### config.mk
export PLATFORM = sky130hd
export DESIGN_NAME = adc_conv_seq
export DESIGN_NICKNAME = d
export VERILOG_FILES = /design/src/rtl/adc_conv_seq.sv
export SDC_FILE = /design/constraint.sdc
export NUM_CORES = 1
export LEC_CHECK = 0
export BUFFER_PORTS_ARGS = -buffer_cell sky130_fd_sc_hd__buf_4
export CORE_UTILIZATION = 50
export CTS_CLUSTER_SIZE = 16
export DETAILED_ROUTE_END_ITERATION = 10
export GPL_TIMING_DRIVEN = 0
export PLACE_DENSITY = 0.77
export REMOVE_ABC_BUFFERS = 1
export SYNTH_ARGS = -nofsm -noshare
export SYNTH_HDL_FRONTEND = slang
export SYNTH_SLANG_ARGS = --single-unit
### constraint.sdc
create_clock -name clk -period 3.17 [get_ports clk]
set_input_delay 0.951 -clock clk [delete_from_list [all_inputs] [get_ports clk]]
set_output_delay 0.951 -clock clk [all_outputs]
set_load 0.02 [all_outputs]
### src/rtl/adc_conv_seq.sv
module adc_conv_seq #(
  parameter int CLK_HZ    = 100_000_000,
  parameter int POLL_MS   = 10,
  parameter int MAX_POLLS = 10,
  parameter int CH_W      = 5,
  parameter int CUR_CH_A  = 10,
  parameter int CUR_CH_B  = 11
)(
  input  logic            clk,
  input  logic            rst_n,
  input  logic            req,
  input  logic [CH_W-1:0] req_chan,
  input  logic [7:0]      req_avg,
  input  logic            req_edge,
  input  logic [7:0]      req_dly,
  input  logic            req_hw,
  output logic            busy,
  output logic            done,
  output logic [15:0]     result,
  output logic [1:0]      err_code,
  output logic            bus_req,
  output logic            bus_we,
  output logic [3:0]      bus_addr,
  output logic [7:0]      bus_wdata,
  input  logic            bus_ack,
  input  logic [7:0]      bus_rdata,
  input  logic            bus_err,
  input  logic            conv_end
);
  localparam int TW       = 32;
  localparam int POLL_CYC = (CLK_HZ / 1000) * POLL_MS;
  localparam int SW_TMO   = CLK_HZ / 2;
  localparam int HW_TMO   = CLK_HZ * 2;
  localparam logic [1:0] E_OK = 2'd0, E_BUSY = 2'd1, E_TMO = 2'd2, E_BUS = 2'd3;

  typedef enum logic [3:0] {
    S_IDLE, S_POLL, S_PWAIT, S_EN_RD, S_EN_WR, S_SETUP, S_CFG,
    S_DLY, S_START, S_WAIT, S_RD_LO, S_RD_HI, S_DIS
  } st_t;

  st_t             state;
  logic [CH_W-1:0] q_chan;
  logic [7:0]      q_avg, q_dly, ctl, lo;
  logic            q_edge, q_hw, retried;
  logic [7:0]      polls;
  logic [TW-1:0]   tmr;
  logic [1:0]      fail;

  wire acc      = bus_req & bus_ack;
  wire cur_ch   = (q_chan == CH_W'(CUR_CH_A)) || (q_chan == CH_W'(CUR_CH_B));
  wire [TW-1:0] tmo_lim = q_hw ? TW'(HW_TMO) : TW'(SW_TMO);
  wire [1:0] fin_code = (fail != E_OK) ? fail : (bus_err ? E_BUS : E_OK);

  logic [7:0] avg_code, setup_byte, cfg_byte;
  always_comb begin
    case (q_avg)
      8'd1:    avg_code = 8'h00;
      8'd4:    avg_code = 8'h20;
      8'd8:    avg_code = 8'h40;
      default: avg_code = 8'h60;
    endcase
    setup_byte = 8'(q_chan) | avg_code;
    cfg_byte = ctl | 8'h40 | (q_hw ? 8'h02 : 8'h00) |
               ((q_hw && q_edge) ? 8'h10 : 8'h00) | (cur_ch ? 8'h80 : 8'h00);
  end

  assign busy = (state != S_IDLE);

  always_comb begin
    bus_req = 1'b1; bus_we = 1'b0; bus_addr = 4'h0; bus_wdata = 8'h00;
    case (state)
      S_POLL:  bus_addr = 4'h4;
      S_EN_RD: bus_addr = 4'h0;
      S_EN_WR: begin bus_we = 1'b1; bus_wdata = ctl | 8'h01; end
      S_SETUP: begin bus_we = 1'b1; bus_addr = q_hw ? 4'h2 : 4'h1; bus_wdata = setup_byte; end
      S_CFG:   begin bus_we = 1'b1; bus_wdata = cfg_byte; end
      S_DLY:   begin bus_we = 1'b1; bus_addr = 4'h3; bus_wdata = q_dly; end
      S_START: begin bus_we = 1'b1; bus_wdata = ctl | 8'h04; end
      S_RD_LO: bus_addr = q_hw ? 4'h7 : 4'h5;
      S_RD_HI: bus_addr = q_hw ? 4'h8 : 4'h6;
      S_DIS:   bus_we = 1'b1;
      default: bus_req = 1'b0;
    endcase
  end

  always_ff @(posedge clk or negedge rst_n) begin
    if (!rst_n) begin
      state <= S_IDLE; q_chan <= '0; q_avg <= '0; q_dly <= '0; q_edge <= 1'b0;
      q_hw <= 1'b0; ctl <= '0; lo <= '0; retried <= 1'b0; polls <= '0;
      tmr <= '0; fail <= E_OK; done <= 1'b0; result <= '0; err_code <= E_OK;
    end else begin
      done <= 1'b0;
      if (acc && bus_err && state != S_DIS) begin
        fail  <= E_BUS;
        state <= S_DIS;
      end else begin
        case (state)
          S_IDLE: if (req) begin
            q_chan <= req_chan; q_avg <= req_avg; q_edge <= req_edge;
            q_dly <= req_dly; q_hw <= req_hw;
            retried <= 1'b0; fail <= E_OK; polls <= '0; state <= S_POLL;
          end
          S_POLL: if (acc) begin
            if (!bus_rdata[0]) state <= S_EN_RD;
            else if (polls == 8'(MAX_POLLS - 1)) begin fail <= E_BUSY; state <= S_DIS; end
            else begin polls <= polls + 8'd1; tmr <= '0; state <= S_PWAIT; end
          end
          S_PWAIT:
            if (tmr >= TW'(POLL_CYC - 1)) state <= S_POLL;
            else tmr <= tmr + 1'b1;
          S_EN_RD: if (acc) begin ctl <= bus_rdata; state <= S_EN_WR; end
          S_EN_WR: if (acc) begin ctl <= ctl | 8'h01; state <= S_SETUP; end
          S_SETUP: if (acc) state <= S_CFG;
          S_CFG:   if (acc) begin ctl <= cfg_byte; state <= q_hw ? S_DLY : S_START; end
          S_DLY, S_START: if (acc) begin tmr <= '0; state <= S_WAIT; end
          S_WAIT:
            if (conv_end) state <= S_RD_LO;
            else if (tmr >= tmo_lim - 1'b1) begin fail <= E_TMO; state <= S_DIS; end
            else tmr <= tmr + 1'b1;
          S_RD_LO: if (acc) begin lo <= bus_rdata; state <= S_RD_HI; end
          S_RD_HI: if (acc) begin result <= {bus_rdata, lo}; state <= S_DIS; end
          S_DIS: if (acc) begin
            if (fin_code == E_OK) begin
              done <= 1'b1; err_code <= E_OK; state <= S_IDLE;
            end else if (!retried) begin
              retried <= 1'b1; fail <= E_OK; polls <= '0; state <= S_POLL;
            end else begin
              done <= 1'b1; err_code <= fin_code; result <= '0; state <= S_IDLE;
            end
          end
          default: state <= S_IDLE;
        endcase
      end
    end
  end

  assert_bus_hold_R12: assert property (@(posedge clk) disable iff (!rst_n)
    (bus_req && !bus_ack) |=> (bus_req && $stable(bus_addr) && $stable(bus_we) && $stable(bus_wdata)));

  assert_done_pulse_R8: assert property (@(posedge clk) disable iff (!rst_n)
    done |=> !done);

  assert_off_before_done_R9: assert property (@(posedge clk) disable iff (!rst_n)
    $rose(done) |-> $past(bus_req && bus_ack && bus_we && bus_addr == 4'h0 && bus_wdata == 8'h00));

  assert_start_on_req_R11: assert property (@(posedge clk) disable iff (!rst_n)
    $rose(busy) |-> $past(req));

  assert_no_stray_conv_R7: assert property (@(posedge clk) disable iff (!rst_n)
    (busy && !bus_req) |-> (state == S_PWAIT || state == S_WAIT));
endmodule

# Word level (Yosys, flattened, before mapping)
# Index checks and enable logic that the tools add are counted.
# totals
elab_cells	192
out_inout_bits	34
reg_bits	105
# op_classes
muxes	81
order_cmp	2
bitwise_logic	7
eq_ne	53
addsub	3
n_reduce_logical	30
# op_table
op	n
2-to-1 mux 32 bit	7
one-hot mux 32 bit (4 select lines)	1
2-to-1 mux 8 bit	10
2-to-1 mux 4 bit	18
2-to-1 mux 16 bit	4
inequality test 3 bit, second input constant	17
one-hot mux 4 bit (12 select lines)	1
one-hot mux 8 bit (3 select lines)	2
one-hot mux 8 bit (5 select lines)	1
2-to-1 mux 2 bit	17
adder 32 x 1 -> 32 bit, second input constant	1
>= comparator 32 x 20 -> 1 bit, second input constant	1
>= comparator 32 bit	1
inequality test 2 bit, second input constant	16
one-hot mux 16 bit (2 select lines)	1
subtractor 28 x 1 -> 29 bit, second input constant	1
2-to-1 mux 28 bit	1
one-hot mux 7 bit (3 select lines)	1
equality test 4 bit, second input constant	5
one-hot mux 4 bit (5 select lines)	1
AND reduction 9 bit	2
equality test 4 x 3 -> 1 bit, second input constant	4
equality test 8 x 4 -> 1 bit, second input constant	2
AND reduction 5 bit	3
other kinds (33)	58

# Depth between registers and ports, before layout
# depth
ltp_word	8
depth_mapped	11
depth_no_buf	9

# Worst setup path before layout
# No wires, ideal clock.
# synth_path
path_type	input-to-reg
from	input bus_ack
to	register tmr[20]
arrival_time_ns	2.857
path_buffers	3
setup_time_ns	0.120
slack_ns	0.193
cell_stages	9
cell_sequence	clkbuf_1 > a21oi_1 > o311ai_0 > o211ai_2 > buf_6 > nor4_2 > buf_4 > a21oi_1 > a31o_2
# synth_via
elab_chain_cells	5
# synth_lines
element	line_no	text
start: declaration	25	input logic bus_ack,
bitwise AND 1 bit *	49	wire acc = bus_req & bus_ack;
logical AND 1 bit (2 in a row)	93	if (acc && bus_err && state != S_DIS) begin
inverter 1 bit (no line)	n/a	
AND reduction 9 bit (no line) *	n/a	
end signal: assignment	110	else tmr <= tmr + 1'b1;
end signal: assignment	119	else tmr <= tmr + 1'b1;
end: declaration	46	logic [TW-1:0] tmr;
# Mark *: on every way between the ends. The rest lies on a longest branch, timed or not.
# A chain may end at the register's enable or synchronous reset.

# Worst setup path in the final report
# layout_path
from	register state[0]
to	output bus_addr[1]
# layout_via
elab_chain_cells	2
# layout_lines
element	line_no	text
start: declaration	41	st_t state;
start signal: assignment	114	S_CFG: if (acc) begin ctl <= cfg_byte; state <= q_hw ? S_DLY : S_START; end
equality test 4 bit, or another cell as far along	71	case (state)
one-hot mux 4 bit (5 select lines) *	71	
end: declaration	23	output logic [3:0] bus_addr,
# Marked as above.

==> impl_metrics.py <==
metrics = {
    "cells_and_area": {
        "fillers": 985,
        "layout-drive-gt1-share_pct": 22.0,
        "multi_input_area_um2": 3010,
        "antennaDiodeCount": 0,
        "syn_to_final_growth_pct": 16.8,
        "final_nets": 744,
        "register_area_um2": 2640,
        "final_cell_area_um2": 6790,
    },
    "logic_synthesis": {
        "yosysSeqAreaShare_pct": 45.2,
        "synth-main-ff-cell": "dfrtp_1",
        "synth.area.top_cells": "dfrtp_1 45%, mux2_2 6.0%, o21ai_0 5.9%",
        "yosysWarnings": 0,
        "synthCells": 640,
        "synthDistinctLibCells": 67,
        "synth_top_area_share_pct": 45.2,
        "synth_edf_count": 0,
        "yosysMostFrequentCell": "dfrtp_1",
        "synth.avg_cell_area_um2": 9.08,
        "synth_area_um2": 5810,
        "synth_seq_cells": 105,
        "synthArstFlopShare_pct": 100,
        "yosys-top-cells-count": "105 x dfrtp_1, 88 x nand2_1, 68 x o21ai_0, 52 x nor2_1, 35 x a21oi_1",
        "yosysTopAreaCell": "dfrtp_1",
    },
    "critical_path": {
        "cpMaxStageDelayCell": "dfrtp_4",
        "worst_path_largest_cell_delay_ns": 0.64,
        "criticalPathCategory": "reg -> out",
        "crit_family": "flip-flops",
        "startpoint_type": "flop",
        "critPathMaxFanout": 33,
        "rr_startpoint": "q_hw",
        "critPathBufInv": 2,
        "worstSetupEndpointType": "output pin",
        "worstPathArrival_ns": 2.12,
        "critPathLaunch": "state[0]",
        "crit_required_ns": 2.22,
        "worstPathCellList": "clkinvlp_4, nand2_1, nor2_1, a21oi_1, o21ai_0, buf_4",
    },
    "cts": {
        "holdBufCountCts": 0,
        "root_buffer": "clkbuf_16",
        "path_clk_slew_ns": 0.07,
        "clkLatencyLatePin_ns": 0.36,
        "clock_sinks": 105,
        "tritoncts": "yes",
        "cts.path.max_buffers": 2,
        "cts_buffers": 9,
        "htree_levels": 3,
    },
    "placed_design": {
        "dp_hpwl_um": 9580,
        "gp_congestion": 0.849,
        "numPortBuffers": 70,
        "place_area_um2": 6350,
        "dp_slack_ns": -0.719,
    },
    "die": {
        "core_um2": 11400,
        "die-area_um2": 12100,
        "rows": 39,
        "fp.dieW_um": 110,
        "start_util_pct": 51.1,
        "die_height_um": 110,
        "ios": 71,
    },
    "power": {
        "leakage_uw": 0.00300,
        "power_density_nw_per_um2": 857,
        "finalPower_uw": 5820,
        "ir_drop_uv": 538,
    },
    "global_routing": {
        "grt_max_degree": 106,
        "first_global_vias": 4792,
        "grt_pass1_wl_um": 23300,
        "antenna_found_initial": 0,
        "grt_usage_pct": 25.1,
        "overflow": 0,
    },
    "timing": {
        "worstMarginPinSlew_ns": 1.20,
        "setup_viol": 0,
        "slew_headroom_pct": 19.9,
        "drv_slew": 0,
        "rsz0062_at_grt": "false",
        "min_period_over_period_pct": 96.8,
        "fin_worst_skew_ns": 0.00590,
        "final-hold-violation-count": 0,
        "min_period_ns": 3.07,
        "max_clock_freq_mhz": 326,
        "setup_slack_ns": 0.102,
    },
    "detailed_routing": {
        "wire_per_inst_um": 16.9,
        "totalWireLength_um": 14200,
        "drc": 0,
        "routed_via_density": 5.99,
        "drtPass1Iterations": 5,
        "route.vias.total": 5057,
        "first_iter_violations": 419,
        "ant_nets": 0,
    },
    "outcome": {
        "status": "completed",
    },
    "worst_hold_path": {
        "min_path_type": "in -> async",
    },
    "flow_run": {
        "max_cap_violations": 0,
    },
}
==> final cells by class <==
cell class	count	share of cell area, %
Multi-Input combinational cell	488	44.3
Sequential cell	105	38.9
Timing Repair Buffer	77	9.05
Clock buffer	9	3.32
Tap cell	143	2.63
Inverter	15	0.940
Clock inverter	7	0.884
==> cells by family (layout without fill, tap and decap cells) <==
logic type               Yosys count  in the layout  synth area share (%)
AND/OR/NAND/NOR                  258            259                  21.6
AO/OA/AOI/OAI                    166            166                  17.6
flip-flops                       105            105                  45.2
buffers and inverters             48            108                  3.87
multiplexers                      40             40                  7.60
XOR/XNOR                          12             12                  1.81
adder cells (fa/ha/maj)           11             11                  2.37
==> stage by stage <==
stage	instances	setup TNS (ns)	util (%)	hold slack [ns]
2_1_floorplan	607	0	-	0.439
5_1_grt	844	0	59.7	0.348
4_1_cts	837	0	58.8	0.483
3_3_place_gp	820	-11.73	55.8	0.460
6_report	844	0	59.7	0.356
3_5_place_dp	820	-17.75	55.8	0.468
==> worst paths after layout <==
| kind | end | slack (ns) | depth (start not counted) |
|---|---|---|---|
| worst max-delay path | bus_addr[1] | 0.10 | 6 |
| worst min-delay path | tmr[27] | 0.36 | 1 |
| worst max register to register | tmr[27] | 0.18 | 9 |
| worst min register to register | polls[7] | 0.48 | 1 |
| max in group asynchronous | state[1] | 2.11 | 2 |
| min in group clk | polls[7] | 0.48 | 1 |
==> registers in the layout, indices dropped and copies added, names as in the netlist <==
register	cells
q_edge	1
state	4
retried	1
q_chan	5
ctl	8
done	1
q_hw	1
result	16
fail	2
err_code	2
lo	8
polls	8
tmr	32
q_dly	8
q_avg	8
==> metal layers <==
metal  part of all wire (%)  vias up  global-route usage, %
met2                     49      177                   39.3
met1                     42     2429                   32.6
li1                       -     2415                      -
met5                      0        -                      0
met3                    5.5       36                   4.98
met4                    3.1        0                   13.6
==> report_power, final <==
part / switching (uW) / leakage [uW] / internal, uW
clock: 542 / 0.000137 / 547
combinational: 1500 / 0.00149 / 1040
sequential: 433 / 0.00137 / 1760
==> layout by cell type, fill, tap and decap left out, types with 11 or more instances in the layout <==
master,n
mux2_2,31
a21oi_1,34
nand2_1,87
inv_1,12
nand3_1,21
nand4_1,11
buf_4,74
and3_1,14
nor3_1,16
ha_1,11
xnor2_1,11
dfrtp_1,100
nor2_1,50
or3_1,11
o21ai_0,67
==> timing repair <==
item | in CTS | in global routing
cloned | 0 | 1
pin swaps | 1 | 3
hold endpoints to repair | 0 | 0
endpoints found under the setup margin | 75 | 58
resized for setup | 15 | 10
buffers inserted | 1 | 5
(Power assumes the default switching activity.)
